--- src/rtl/rx5b_pkg.sv ---
package rx5b_pkg;

  typedef enum logic [1:0] {
    ST_HUNT  = 2'd0,
    ST_CHECK = 2'd1,
    ST_DATA  = 2'd2,
    ST_BAD   = 2'd3
  } rx_state_t;

  localparam logic [9:0] SSD_PAIR = 10'b11000_10001;
  localparam logic [4:0] CG_T     = 5'b01101;
  localparam logic [4:0] CG_R     = 5'b00111;
  localparam logic [3:0] NIB_PRE  = 4'b0101;
  localparam logic [3:0] NIB_ERR  = 4'b1110;

  // returns {is_data, nibble}
  function automatic logic [4:0] cg_lookup(input logic [4:0] g);
    logic [4:0] r;
    case (g)
      5'b11110: r = {1'b1, 4'h0};
      5'b01001: r = {1'b1, 4'h1};
      5'b10100: r = {1'b1, 4'h2};
      5'b10101: r = {1'b1, 4'h3};
      5'b01010: r = {1'b1, 4'h4};
      5'b01011: r = {1'b1, 4'h5};
      5'b01110: r = {1'b1, 4'h6};
      5'b01111: r = {1'b1, 4'h7};
      5'b10010: r = {1'b1, 4'h8};
      5'b10011: r = {1'b1, 4'h9};
      5'b10110: r = {1'b1, 4'hA};
      5'b10111: r = {1'b1, 4'hB};
      5'b11010: r = {1'b1, 4'hC};
      5'b11011: r = {1'b1, 4'hD};
      5'b11100: r = {1'b1, 4'hE};
      5'b11101: r = {1'b1, 4'hF};
      default:  r = {1'b0, NIB_ERR};
    endcase
    return r;
  endfunction

endpackage

--- src/rtl/rx5b_run_cnt.sv ---
module rx5b_run_cnt #(
  parameter int LIMIT = 10,
  localparam int RUN_W = $clog2(LIMIT + 1)
) (
  input  logic clk,
  input  logic rst_n,
  input  logic vld,
  input  logic bit_i,
  output logic armed,
  output logic run_hit
);

  localparam logic [RUN_W-1:0] LIM = RUN_W'(LIMIT);

  logic [RUN_W-1:0] run_q;

  assign armed   = (run_q == LIM);
  assign run_hit = vld && bit_i && (run_q >= LIM - 1'b1);

  always_ff @(posedge clk) begin
    if (!rst_n) begin
      run_q <= '0;
    end else if (vld) begin
      if (!bit_i)          run_q <= '0;
      else if (run_q != LIM) run_q <= run_q + 1'b1;
    end
  end

  AST_RUN_BOUND: assert property (@(posedge clk) disable iff (!rst_n)
    run_q <= LIM);
  AST_RUN_ZERO: assert property (@(posedge clk) disable iff (!rst_n)
    (vld && !bit_i) |=> !armed);

endmodule

--- src/rtl/rx5b_fc_cnt.sv ---
module rx5b_fc_cnt #(
  parameter int W = 16
) (
  input  logic         clk,
  input  logic         rst_n,
  input  logic         clr,
  input  logic         inc,
  output logic [W-1:0] count
);

  localparam logic [W-1:0] ONE = W'(1);

  always_ff @(posedge clk) begin
    if (!rst_n)                      count <= '0;
    else if (clr)                    count <= '0;
    else if (inc && (count != '1))   count <= count + ONE;
  end

  AST_FC_CLR: assert property (@(posedge clk) disable iff (!rst_n)
    clr |=> (count == '0));
  AST_FC_SAT: assert property (@(posedge clk) disable iff (!rst_n)
    (count == '1 && !clr) |=> (count == '1));
  AST_FC_STEP: assert property (@(posedge clk) disable iff (!rst_n)
    !clr |=> ((count == $past(count)) || (count == $past(count) + ONE)));

endmodule

--- src/rtl/rx5b_align_dec.sv ---
module rx5b_align_dec
  import rx5b_pkg::*;
#(
  parameter int IDLE_RUN = 10,
  parameter int CNT_W    = 16
) (
  input  logic             clk,
  input  logic             rst_n,
  input  logic             ser_bit,
  input  logic             ser_vld,
  input  logic             fc_clr,
  output logic             out_vld,
  output logic [3:0]       out_nib,
  output logic             out_dv,
  output logic             out_err,
  output logic             carrier,
  output logic [CNT_W-1:0] fc_count
);

  localparam int PH_W = 4;
  localparam int CHK_BITS = 8;  // bits of the pair still unseen at the first zero
  localparam logic [PH_W-1:0] PH_CHK_LAST = PH_W'(CHK_BITS - 1);
  localparam logic [PH_W-1:0] PH_GRP_LAST = PH_W'(4);

  rx_state_t       state;
  logic [8:0]      sr;
  logic [9:0]      sr_nx;
  logic [PH_W-1:0] phase;
  logic            t_hold;
  logic            pend_vld, pend_dv, pend_err;
  logic [3:0]      pend_nib;
  logic            armed, run_hit, fc_inc;
  logic [4:0]      grp, lut;
  logic            chk_done, grp_done, pair_ok;

  assign sr_nx    = {sr, ser_bit};
  assign grp      = sr_nx[4:0];
  assign lut      = cg_lookup(grp);
  assign pair_ok  = (sr_nx == SSD_PAIR);
  assign chk_done = ser_vld && (state == ST_CHECK) && (phase == PH_CHK_LAST);
  assign grp_done = ser_vld && (phase == PH_GRP_LAST) &&
                    ((state == ST_DATA) || (state == ST_BAD));
  assign fc_inc   = chk_done && !pair_ok;

  rx5b_run_cnt #(.LIMIT(IDLE_RUN)) u_run (
    .clk(clk), .rst_n(rst_n), .vld(ser_vld), .bit_i(ser_bit),
    .armed(armed), .run_hit(run_hit)
  );

  rx5b_fc_cnt #(.W(CNT_W)) u_fc (
    .clk(clk), .rst_n(rst_n), .clr(fc_clr), .inc(fc_inc), .count(fc_count)
  );

  always_ff @(posedge clk) begin
    if (!rst_n) begin
      state    <= ST_HUNT;
      sr       <= '0;
      phase    <= '0;
      t_hold   <= 1'b0;
      carrier  <= 1'b0;
      out_vld  <= 1'b0;
      out_nib  <= '0;
      out_dv   <= 1'b0;
      out_err  <= 1'b0;
      pend_vld <= 1'b0;
      pend_nib <= '0;
      pend_dv  <= 1'b0;
      pend_err <= 1'b0;
    end else begin
      out_vld  <= pend_vld;
      out_nib  <= pend_vld ? pend_nib : 4'h0;
      out_dv   <= pend_vld && pend_dv;
      out_err  <= pend_vld && pend_err;
      pend_vld <= 1'b0;
      if (ser_vld) sr <= sr_nx[8:0];

      case (state)
        ST_HUNT: begin
          if (ser_vld && !ser_bit && armed) begin
            state <= ST_CHECK;
            phase <= PH_W'(1);
          end
        end
        ST_CHECK: begin
          if (ser_vld) begin
            phase <= phase + 1'b1;
            if (chk_done) begin
              phase    <= '0;
              carrier  <= 1'b1;
              state    <= pair_ok ? ST_DATA : ST_BAD;
              out_vld  <= 1'b1;
              out_nib  <= pair_ok ? NIB_PRE : NIB_ERR;
              out_dv   <= pair_ok;
              out_err  <= !pair_ok;
              pend_vld <= 1'b1;
              pend_nib <= pair_ok ? NIB_PRE : NIB_ERR;
              pend_dv  <= pair_ok;
              pend_err <= !pair_ok;
            end
          end
        end
        ST_DATA: begin
          if (ser_vld) begin
            phase <= phase + 1'b1;
            if (run_hit) begin
              state   <= ST_HUNT;
              carrier <= 1'b0;
              phase   <= '0;
              t_hold  <= 1'b0;
            end else if (grp_done) begin
              phase <= '0;
              if (t_hold) begin
                t_hold <= 1'b0;
                if (grp == CG_R) begin
                  state   <= ST_HUNT;
                  carrier <= 1'b0;
                end else begin
                  out_vld <= 1'b1;
                  out_nib <= lut[3:0];
                  out_dv  <= 1'b1;
                  out_err <= 1'b1;
                end
              end else if (grp == CG_T) begin
                t_hold <= 1'b1;
              end else begin
                out_vld <= 1'b1;
                out_nib <= lut[3:0];
                out_dv  <= 1'b1;
                out_err <= !lut[4];
              end
            end
          end
        end
        ST_BAD: begin
          if (ser_vld) begin
            phase <= phase + 1'b1;
            if (run_hit) begin
              state   <= ST_HUNT;
              carrier <= 1'b0;
              phase   <= '0;
            end else if (grp_done) begin
              phase   <= '0;
              out_vld <= 1'b1;
              out_nib <= NIB_ERR;
              out_dv  <= 1'b0;
              out_err <= 1'b1;
            end
          end
        end
        default: state <= ST_HUNT;
      endcase
    end
  end

  AST_OUT_IN_CARRIER: assert property (@(posedge clk) disable iff (!rst_n)
    out_vld |-> carrier);
  AST_START_PREAMBLE: assert property (@(posedge clk) disable iff (!rst_n)
    ($rose(carrier) && out_dv) |-> (out_nib == NIB_PRE && !out_err));
  AST_FALSE_NIB: assert property (@(posedge clk) disable iff (!rst_n)
    (out_vld && !out_dv) |-> (out_err && out_nib == NIB_ERR));
  AST_HUNT_QUIET: assert property (@(posedge clk) disable iff (!rst_n)
    (state == ST_HUNT) |-> !carrier);
  AST_FC_ON_BAD: assert property (@(posedge clk) disable iff (!rst_n)
    (fc_inc && !fc_clr && fc_count != '1) |=> (fc_count != $past(fc_count)));
  AST_PEND_ALONE: assert property (@(posedge clk) disable iff (!rst_n)
    pend_vld |-> !grp_done);

endmodule

--- config.mk ---
export PLATFORM = sky130hd
export DESIGN_NAME = rx5b_align_dec
export DESIGN_NICKNAME = d
export VERILOG_FILES = /design/src/rtl/rx5b_pkg.sv /design/src/rtl/rx5b_run_cnt.sv /design/src/rtl/rx5b_fc_cnt.sv /design/src/rtl/rx5b_align_dec.sv
export SDC_FILE = /design/constraint.sdc
export NUM_CORES = 1
export LEC_CHECK = 0
export BUFFER_PORTS_ARGS = -buffer_cell sky130_fd_sc_hd__buf_4
export CORE_MARGIN = 3
export CORE_UTILIZATION = 50
export CTS_CLUSTER_DIAMETER = 80
export CTS_CLUSTER_SIZE = 24
export DETAILED_ROUTE_END_ITERATION = 7
export GPL_TIMING_DRIVEN = 0
export HOLD_SLACK_MARGIN = 0.08
export PLACE_DENSITY = 0.79
export SKIP_CTS_REPAIR_TIMING = 1
export SLEW_MARGIN = 15
export SYNTH_ARGS = -nofsm -noshare
export SYNTH_HDL_FRONTEND = slang
export SYNTH_SLANG_ARGS = --single-unit
--- constraint.sdc ---
create_clock -name clk -period 5 [get_ports clk]
set_input_delay 0.75 -clock clk [delete_from_list [all_inputs] [get_ports clk]]
set_output_delay 0.75 -clock clk [all_outputs]
set_load 0.03 [all_outputs]
# Yosys cells after proc, flatten, opt, wreduce, memory -nomap -nowiden
# Memories as Yosys holds them, arrays and structs flattened.
# Index checks and enable logic that the tools add are counted.
# totals
output_inout_bits	24
n_memories	1
inputBits	5
ff_bits	51
mem_bits_ro	160
wordCells	157
# classes
bitwise_logic	1
n_addsub	3
eq_ne	22
mux	86
order_cmp	1
n_reduce_logical	28
# memory_table
memory	depth	width	read_ports	rd_clocked_by_memory_dff	wr	line_no	text
(no name shown)	32	5	1	0	0	rx5b_pkg.sv:19	case (g)
# op_table
cell	n
4-bit two-way mux	21
1-bit two-way mux	48
4-bit case mux with 3 select lines	2
2-bit two-way mux	10
9-bit AND reduction	2
16-bit by 1-bit adder with 16-bit output, second input constant	1
16-bit != test, second input constant	1
1-bit logical AND	12
2-bit != test, second input constant	6
1-bit case mux with 3 select lines	4
3-bit AND reduction	4
10-bit equality test, second input constant	1
4-bit by 1-bit adder with 4-bit output, second input constant	2
4-bit by 3-bit equality test with 1-bit output, second input constant	2
2-bit case mux with 4 select lines	1
3-bit != test, second input constant	2
5-bit by 3-bit equality test with 1-bit output, second input constant	1
5-bit by 4-bit equality test with 1-bit output, second input constant	1
2-bit equality test, second input constant	2
4-bit equality test, second input constant	1
4-bit greater-or-equal comparator, second input constant	1
2-bit by 1-bit != test with 1-bit output, second input constant	2
4-bit != test, second input constant	1
2-bit OR reduction	2
other kinds (9)	11

# Depth between registers and ports, before layout
# Gate-level depths: netlist of run 1.
# An unclocked memory read counts as a cell.
# depth
word_depth	8
mapped_depth	8
mapped_depth_nobuf	7

# Cells and area by module
# A second synthesis of run 1 with hierarchy kept.
# hier_totals
cells_unflattened	308
area_unflattened_um2	2698.8
# by_module_without_submodules
module	cells_each	seq_area_each_um2	instances	area_each_um2
rx5b_align_dec	184	560.5	1	1562.7
rx5b_fc_cnt	91	320.3	1	864.6
rx5b_run_cnt	33	80.1	1	271.5

# Least setup slack after synthesis of run 1
# No wires, ideal clock.
# synth_timing
kind	register to register
startpoint	register u_fc.count[0]
endpoint	register u_fc.count[1]
setup_slack_ps	2989
setup_ps	128
t_arrival_ps	1883
period_less_slack_ps	2011
stages_incl_launch_ff	9
path_buffers	2
required_ps	4872
cell_sequence	dfxtp_1 > ha_1 > and3_1 > nand3_1 > o211ai_1 > buf_2 > buf_2 > mux2i_1 > nor2_1
# synth_via
elab_chain_cells	2
elab_cells_between_ends	3
cone_classes	add/sub: 1; eq/ne: 1; reduce/logical: 1
# synth_lines
element	line_no	text
start, declared	rx5b_fc_cnt.sv:8	output logic [W-1:0] count
start signal, assigned	rx5b_fc_cnt.sv:16	else if (inc && (count != '1)) count <= count + ONE;
parallel branches: the longest is 2 deep, another holds 16-bit by 1-bit adder with 16-bit output	n/a	
# Several ways; the timed one is not identified.
# A chain may end at the register's enable or synchronous reset.

# Worst setup path after layout of run 1
# layout_timing
startpoint	register u_run.run_q[1]
endpoint	register out_nib[0]
# layout_via
elab_chain_cells	5
elab_cells_between_ends	7
cone_classes	order compare: 1; mux: 5; reduce/logical: 1
# layout_lines
element	line_no	text
start, declared	rx5b_run_cnt.sv:15	logic [RUN_W-1:0] run_q;
start signal, assigned	rx5b_run_cnt.sv:25	else if (run_q != LIM) run_q <= run_q + 1'b1;
4-bit greater-or-equal comparator (*)	rx5b_run_cnt.sv:18	assign run_hit = vld && bit_i && (run_q >= LIM - 1'b1);
1-bit logical AND (*)	rx5b_run_cnt.sv:18	
4-bit two-way mux, on equally long branches	rx5b_align_dec.sv:137, rx5b_align_dec.sv:105	
4-bit two-way mux, on equally long branches	rx5b_align_dec.sv:135, rx5b_align_dec.sv:103	
4-bit case mux with 3 select lines (*)	rx5b_align_dec.sv:77	case (state)
end signal, assigned	rx5b_align_dec.sv:71	out_nib <= pend_vld ? pend_nib : 4'h0;
end signal, assigned	rx5b_align_dec.sv:92	out_nib <= pair_ok ? NIB_PRE : NIB_ERR;
end signal, assigned	rx5b_align_dec.sv:127	out_nib <= lut[3:0];
end, declared	rx5b_align_dec.sv:13	output logic [3:0] out_nib,
# Every way passes the cells marked *; elsewhere a longest branch is shown, timed or not.

==> results.sh, run 1 <==
export IMPL_status="complete, no violations"
export IMPL_root_buffer="clkbuf_8"
export IMPL_drcViolationCount=0
export IMPL_postSynthAreaPerCell_um2=8.36
export IMPL_power_uw=661
export IMPL_seq_power_share_pct=58.4
export IMPL_critPathCaptureType="flop"
export IMPL_critPathLaunchType="flop"
export IMPL_clkPwrFrac_pct=35.4
export IMPL_finalNetCount=354
export IMPL_initial_core_util_pct=53.1
export IMPL_die_area_um2=6050
export IMPL_rsz0062_at_grt="no"
export IMPL_die_w_um=77.8
export IMPL_leakage_uw=0.00113
export IMPL_vdd_drop_max_v=0.000188
export IMPL_synth_area_um2=2580
export IMPL_power_frac_comb_pct=6.2
export IMPL_overflow=0
export IMPL_area_growth_pct=14.6
export IMPL_path_cells="inv_1 -> ha_1 -> nor3b_4 -> o211ai_2 -> a31oi_2 -> nor2_1 -> o311a_1"
export IMPL_yosysWarnings=0
export IMPL_synth_edf_count=0
export IMPL_slowest_stage="dfxtp_1"
export IMPL_crit_arrival_ns=2.30
export IMPL_die_y_um=77.8
export IMPL_power_switching_uw=162
export IMPL_final_cell_count_no_fill=410
export IMPL_synthTopCellsByArea="dfxtp_1, a21oi_1, nor2_1"
export IMPL_h_tree_depth=2
export IMPL_final_area_um2=2950
export IMPL_synth_top_area_cell="dfxtp_1"
export IMPL_ys_seq_area_share_pct=37.3
export IMPL_coreArea_um2=4850
export IMPL_wl_per_cell_um=13.6
export IMPL_post_synth_top_count_cell="dfxtp_1"
export IMPL_synthesis_instances=308
export IMPL_cts_num_sinks=48
export IMPL_cts_tree="yes"
export IMPL_finalCritPeriodShare_pct=42.3
export IMPL_clock_path_buffers=2
export IMPL_max_slew_worst_pin_slew_ns=0.471
export IMPL_setup_viol=0
export IMPL_required_ns=5.19
export IMPL_yosys_cell_types_count=55
export IMPL_intPower_uw=499
export IMPL_dr_pass1_iters=4
export IMPL_maxCapViolCount=0
export IMPL_io_pins=29
export IMPL_drive_above_1_share_pct=14.6
export IMPL_synth_top_area_share_pct=37.3
export IMPL_grt_pass1_vias=2190
export IMPL_postRouteAntennaNets=0
export IMPL_grtUsageTotal_pct=20.0
export IMPL_antenna_found_initial=0
export IMPL_path_buf_inv=1
export IMPL_fmax_mhz=473
export IMPL_setup_tns_final_ns=0
export IMPL_critical_path_top_delay_family="compound AO/OA/AOI/OAI gates"
export IMPL_synthArstFlopShare_pct=0
export IMPL_layout_min_cycle_time_ns=2.12
export IMPL_fin_skew_ns=0.0123
export IMPL_min_path_type="flop to flop"
export IMPL_synth_seq_cells=48
export IMPL_grt_max_degree=17
export IMPL_cp_max_fo=7
export IMPL_diodes=0
export IMPL_place_inst=402
export IMPL_path_class="flop to flop"
export IMPL_drv_slew=0
export IMPL_rows=25
export IMPL_hold_viol_final=0
export IMPL_numCtsBuffers=5
export IMPL_drt_iter0_drc=128
export IMPL_synth_fp_nets=320
export IMPL_clk_pin_slew_ns=0.10
export IMPL_grt_first_pass_wirelength_um=9950
export IMPL_clock_latency_ns=0.31
export IMPL_p_per_area_nw_per_um2=224
export IMPL_drt_total_wl_um=5560
export IMPL_slew_headroom_pct=68.6
export IMPL_route_vias_total=2379
export IMPL_gp_congestion=0.795
export IMPL_swShare_pct=24.6
export IMPL_place_hpwl_um=4090
export IMPL_viasPerCell=5.80
export IMPL_placed_cell_area_um2=2860
export IMPL_ys_top_cells_by_count="dfxtp_1, nor2_1, a21oi_1, nand2_1, o21ai_0"
export IMPL_synth_flop_cell="dfxtp_1"
export IMPL_cp_slowest_stage_delay_ns=0.42
export IMPL_portBuffers=27
## path summary, 6_finish.rpt
path	start	slack (ns)	end	cells after the start
worst max-delay path	u_run.run_q[1]$_SDFFE_PN0P_	2.88	out_nib[0]$_SDFF_PN0_	7
worst min-delay path	pend_nib[2]$_SDFFE_PN0P_	0.48	pend_nib[2]$_SDFFE_PN0P_	2
worst max register to register	u_run.run_q[1]$_SDFFE_PN0P_	2.88	out_nib[0]$_SDFF_PN0_	7
worst min register to register	pend_nib[2]$_SDFFE_PN0P_	0.48	pend_nib[2]$_SDFFE_PN0P_	2
## final cells by class
cell class / count / area (um^2)
plain buffers: 16 / 68.8
clock buffers: 5 / 68.8
clock inverters: 3 / 21.3
fillers: 462 / 1900
inverters: 12 / 45.0
multi-input cells: 232 / 1500
flip-flops and latches: 48 / 961
well taps: 67 / 83.8
repair buffers: 27 / 203
## cell families after synthesis
kind of cell | count (synthesis) | share of synthesized area, %
and+or+nand+nor | 124 | 27.4
AOI/OAI and AO/OA | 84 | 21.1
DFF | 48 | 37.3
buffers and inverters | 28 | 4.42
muxes | 11 | 4.32
adders and majority gates | 7 | 3.40
xor gates and xnor gates | 6 | 2.04
## flip-flops by register name, summed over array words and instances (netlist names)
name	cells
out_vld	1
pend_nib	3
out_nib	4
t_hold	1
out_dv	1
phase	4
carrier	1
u_run.run_q	4
pend_vld	1
sr	9
out_err	1
state	2
u_fc.count	16
## metal layers
metal / up-vias / track usage (%) / part of all wire [%]
met4: 0 / 6.58 / 1.3
li1: 1187 / - / -
met5: - / 0 / 0
met1: 1116 / 25.3 / 46
met2: 70 / 33.6 / 47
met3: 6 / 4.18 / 5.8
## power by group through the flow
stage	clock network (uW)	registers [uW]	logic, uW
floorplan	0	395	30.0
global placement	0	395	39.7
detailed placement	0	395	40.6
CTS	240	386	40.7
global route	255	387	46.3
finish	234	386	40.7
## metrics by stage
| step | setup WS, ns | util (%) | hold WS (ns) |
|---|---|---|---|
| 2_1_floorplan | 2.99 | - | 0.440 |
| 3_3_place_gp | 2.58 | 59.0 | 0.455 |
| 3_5_place_dp | 2.57 | 59.0 | 0.464 |
| 4_1_cts | 2.89 | 60.9 | 0.490 |
| 5_1_grt | 2.75 | 60.9 | 0.530 |
| 6_report | 2.88 | 60.9 | 0.483 |
## placed cells by master (no fill, tap or decap), drive strengths merged, types with 3 or more instances in the layout
master / n
o22ai: 4
mux2i: 10
xnor2: 3
clkbuf: 15
and2: 4
a21oi: 26
xor2: 3
nor2: 33
a31oi: 3
or4: 6
nand2b: 7
inv: 13
ha: 7
a2bb2oi: 3
nand3: 13
or3: 9
and3: 6
nand2: 22
buf: 33
dfxtp: 48
o21ai: 22
nand4: 3
nor2b: 4
o31ai: 4
and4b: 4
o211ai: 5
a211oi: 4
## worst min-delay path, cell delays in order, from the launching register on
cell and delay, ns:
dfxtp_1 0.34, nor2_1 0.05, nor2_1 0.07
Note: power is estimated with default switching activity, not from simulation.
==> run 2: changes to the inputs <==
clock period = 2.2 ns   (was 5 ns; I/O delays follow)
==> results.sh, run 2 (synthesized netlist as in run 1, its figures left out) <==
export IMPL_path_class="flop to flop"
export IMPL_final_util_pct=61.2
export IMPL_io_pins=29
export IMPL_die_y_um=77.8
export IMPL_intPower_uw=1130
export IMPL_maxCapViolCount=0
export IMPL_drcViolationCount=0
export IMPL_power_frac_comb_pct=6.2
export IMPL_path_cells="inv_1 -> ha_1 -> nor3b_4 -> o211ai_2 -> a21boi_1 -> or4_1 -> a31oi_1"
export IMPL_slew_headroom_pct=68.6
export IMPL_overflow=0
export IMPL_hold_viol_final=0
export IMPL_grt_first_pass_wirelength_um=9950
export IMPL_drv_slew=0
export IMPL_die_area_um2=6050
export IMPL_cp_slowest_stage_delay_ns=0.49
export IMPL_whs_ns=0.372
export IMPL_diodes=0
export IMPL_critPathCaptureType="flop"
export IMPL_drt_total_wl_um=5590
export IMPL_drt_iter0_drc=117
export IMPL_dr_pass1_iters=4
export IMPL_swShare_pct=24.6
export IMPL_critPathLaunchType="flop"
export IMPL_cp_max_fo=5
export IMPL_clock_latency_ns=0.31
export IMPL_rsz0062_at_grt="no"
export IMPL_grtUsageTotal_pct=20.0
export IMPL_portBuffers=27
export IMPL_seq_power_share_pct=58.4
export IMPL_min_path_type="input port to flop"
export IMPL_final_cell_mix="dfxtp_1, nor2_1, buf_4, a21oi_1"
export IMPL_antenna_found_initial=0
export IMPL_grt_max_degree=17
export IMPL_fin_skew_ns=0.0118
export IMPL_reg_top3="u_fc.count x16, sr x9"
export IMPL_vdd_drop_max_v=0.000458
export IMPL_max_slew_worst_pin_slew_ns=0.472
export IMPL_grt_pass1_vias=2190
export IMPL_final_cell_count_no_fill=410
export IMPL_fmax_mhz=474
export IMPL_clkPwrFrac_pct=35.4
export IMPL_initial_core_util_pct=53.1
export IMPL_layout_min_cycle_time_ns=2.11
export IMPL_root_buffer="clkbuf_8"
export IMPL_viasPerCell=5.80
export IMPL_setup_viol=0
export IMPL_slowest_stage="or4_1"
export IMPL_leakage_uw=0.00113
export IMPL_p_per_area_nw_per_um2=506
export IMPL_finalNetCount=354
export IMPL_power_switching_uw=369
export IMPL_crit_arrival_ns=2.34
export IMPL_setup_tns_final_ns=0
export IMPL_drive_above_1_share_pct=15.2
export IMPL_status="complete, no violations"
export IMPL_final_common_cell="dfxtp_1"
export IMPL_h_tree_depth=2
export IMPL_postRouteAntennaNets=0
export IMPL_die_w_um=77.8
export IMPL_top_register="u_fc.count"
export IMPL_numCtsBuffers=5
export IMPL_coreArea_um2=4850
export IMPL_wl_per_cell_um=13.6
export IMPL_area_growth_pct=15.2
export IMPL_required_ns=2.43
export IMPL_clk_pin_slew_ns=0.10
export IMPL_largest_reg_flops=16
export IMPL_place_inst=402
export IMPL_finalCritPeriodShare_pct=95.9
export IMPL_fillerInstances=460
export IMPL_rows=25
export IMPL_gp_congestion=0.795
export IMPL_dpl_worst_slack_ns=0.125
export IMPL_route_vias_total=2377
export IMPL_place_hpwl_um=4090
export IMPL_fin_ws_ns=0.0910
export IMPL_clock_path_buffers=2
export IMPL_cts_num_sinks=48
export IMPL_cts_tree="yes"
==> run 2: changes by cell type in the layout (fill, tap and decap cells not counted) <==
| cell | delta |
|---|---|
| clkbuf_4 | +1 |
| a31oi_4 | +1 |
| a31oi_2 | -1 |
| dfxtp_2 | +2 |
| dfxtp_1 | -2 |
| buf_2 | -1 |
==> run 2: worst paths after layout <==
kind	startpoint	end	slack (ns)	depth (start not counted)
max	u_run.run_q[1]$_SDFFE_PN0P_	phase[3]$_SDFFE_PN0P_	0.09	7
min	ser_vld	pend_vld$_SDFF_PN0_	0.37	3
max reg2reg	u_run.run_q[1]$_SDFFE_PN0P_	phase[3]$_SDFFE_PN0P_	0.09	7
min reg2reg	pend_nib[2]$_SDFFE_PN0P_	pend_nib[2]$_SDFFE_PN0P_	0.48	2
==> run 2: through the flow <==
step                      instance area (um^2)  total power, uW
final                                     2970             1500
after global placement                    2860              988
after CTS                                 2950             1520
after detailed placement                  2860              990
after floorplan                           2580              965
after global routing                      2970             1560
==> run 2: metal layers <==
layer / share of wire, % / GRT usage, % / vias to the layer above
met5: 0 / 0 / -
met4: 1.1 / 6.58 / 0
met3: 4.7 / 4.18 / 4
met2: 47 / 33.6 / 57
met1: 47 / 25.3 / 1128
li1: - / - / 1188
==> run 2: area by class of cell <==
cell class / instances / area, um^2 / share of cell area, %
Tap cell: 67 / 83.8 / 2.83
Clock buffer: 5 / 68.8 / 2.32
Timing Repair Buffer: 27 / 203 / 6.83
Buffer: 16 / 71.3 / 2.40
Inverter: 12 / 45.0 / 1.52
Sequential cell: 48 / 963 / 32.5
Multi-Input combinational cell: 232 / 1510 / 50.9
Clock inverter: 3 / 21.3 / 0.717
==> run 2: worst max-delay path, delay by kind of cell, from the launching register on <==
kind                     cells  cell delay [ns]
AO/OA/AOI/OAI                3             0.50
adder cells (fa/ha/maj)      1             0.22
AND/OR/NAND/NOR              2             0.80
flip-flops                   1             0.42
buffers and inverters        1             0.11
==> run 2: power groups by stage <==
| stage | Combinational (uW) | Sequential (uW) | Clock, uW |
|---|---|---|---|
| final | 93.4 | 878 | 531 |
| after global routing | 106 | 879 | 579 |
| after CTS | 92.6 | 878 | 545 |
| after detailed placement | 92.2 | 898 | 0 |
| after global placement | 90.2 | 898 | 0 |
| after floorplan | 68.2 | 897 | 0 |
==> run 3: changes to the inputs <==
CORE_ASPECT_RATIO = 0.7   (was not set)
==> results.sh, run 3 (synthesized netlist as in run 1, its figures left out) <==
export IMPL_status="complete, no violations"
export IMPL_r2r_start="sr[1]$_SDFFE_PN0P_"
export IMPL_grt_max_degree=15
export IMPL_grt_pass1_vias=2118
export IMPL_viasPerCell=5.72
export IMPL_coreArea_um2=4890
export IMPL_critPathLaunchType="flop"
export IMPL_area_growth_pct=15.9
export IMPL_worstRegToRegCells=7
export IMPL_overflow=0
export IMPL_reg_top3="u_fc.count x16, sr x9"
export IMPL_root_buffer="clkbuf_8"
export IMPL_final_util_pct=61.1
export IMPL_startpoint="sr[1]$_SDFFE_PN0P_"
export IMPL_setup_tns_final_ns=0
export IMPL_gp_congestion=0.893
export IMPL_clock_path_buffers=2
export IMPL_cts_tree="yes"
export IMPL_route_vias_total=2362
export IMPL_drt_iter0_drc=164
export IMPL_grt_first_pass_wirelength_um=9900
export IMPL_max_slew_worst_pin_slew_ns=0.517
export IMPL_leakage_uw=0.00114
export IMPL_required_ns=2.38
export IMPL_portBuffers=27
export IMPL_fmax_mhz=474
export IMPL_min_path_type="input port to flop"
export IMPL_drv_slew=0
export IMPL_fin_skew_ns=0.00898
export IMPL_drive_above_1_share_pct=15.7
export IMPL_critPathCaptureType="flop"
export IMPL_fin_ws_ns=0.0922
export IMPL_initial_core_util_pct=52.7
export IMPL_whs_ns=0.388
export IMPL_wl_per_cell_um=14.5
export IMPL_r2r_slack_ns=0.09
export IMPL_crit_arrival_ns=2.28
export IMPL_setup_viol=0
export IMPL_cp_max_fo=10
export IMPL_slew_headroom_pct=65.5
export IMPL_finalCritPeriodShare_pct=95.8
export IMPL_drt_total_wl_um=5970
export IMPL_clock_latency_ns=0.31
export IMPL_die_area_um2=6060
export IMPL_die_y_um=66.1
export IMPL_layout_min_cycle_time_ns=2.11
export IMPL_drcViolationCount=0
export IMPL_maxCapViolCount=0
export IMPL_die_w_um=91.8
export IMPL_grtUsageTotal_pct=20.4
export IMPL_vdd_drop_max_v=0.000408
export IMPL_top_register="u_fc.count"
export IMPL_final_cell_mix="dfxtp_1, nor2_1, buf_4, a21oi_1"
export IMPL_rows=21
export IMPL_largest_reg_flops=16
export IMPL_min_path_cells=3
export IMPL_power_uw=1610
export IMPL_dr_pass1_iters=4
export IMPL_hold_viol_final=0
export IMPL_p_per_area_nw_per_um2=541
export IMPL_hold_start="ser_vld"
export IMPL_cts_num_sinks=48
export IMPL_diodes=0
export IMPL_postRouteAntennaNets=0
export IMPL_clk_pin_slew_ns=0.09
export IMPL_path_class="flop to flop"
export IMPL_final_common_cell="dfxtp_1"
export IMPL_io_pins=29
export IMPL_antenna_found_initial=0
export IMPL_finalNetCount=355
export IMPL_dpl_worst_slack_ns=0.114
export IMPL_h_tree_depth=2
export IMPL_place_hpwl_um=4400
export IMPL_numCtsBuffers=5
==> run 3: path summary, 6_finish.rpt <==
| path | to |
|---|---|
| setup reg to reg | u_fc.count[1]$_SDFFE_PP0P_ |
| hold / removal | pend_vld$_SDFF_PN0_ |
| hold reg to reg | out_vld$_SDFF_PN0_ |
| setup / recovery | u_fc.count[1]$_SDFFE_PP0P_ |
==> run 3: cell type report <==
class / count / area, um^2
clock buffers: 6 / 72.6
clock inverters: 2 / 35.0
plain buffers: 16 / 68.8
repair buffers: 28 / 210
multi-input cells: 232 / 1500
inverters: 12 / 45.0
well taps: 69 / 86.3
flip-flops and latches: 48 / 965
fillers: 436 / 1900
==> run 3: per-layer routing <==
| metal | vias to the layer above | track usage (%) | wire [um] |
|---|---|---|---|
| li1 | 1189 | - | - |
| met1 | 1093 | 29.9 | 3060 |
| met2 | 72 | 29.8 | 2480 |
| met3 | 8 | 4.21 | 353 |
| met4 | 0 | 6.30 | 68 |
| met5 | - | 0 | 0 |
==> run 3: worst max-delay path: stages, from the launching register on <==
cell	delay, ns
dfxtp_1	0.39
nor2_1	0.24
nand4_1	0.38
o211ai_1	0.24
buf_2	0.23
buf_2	0.25
mux2i_1	0.20
nor2_1	0.05
==> run 3: stage by stage <==
stage / area (um^2) / std cells
2_1_floorplan: 2580 / 308
3_3_place_gp: 2870 / 404
3_5_place_dp: 2870 / 404
4_1_cts: 2970 / 412
5_1_grt: 2990 / 413
6_report: 2990 / 413
==> run 3: where the power goes <==
part	internal [uW]	switching, uW
logic	38.8	61.9
clock network	338	298
registers	873	5.12
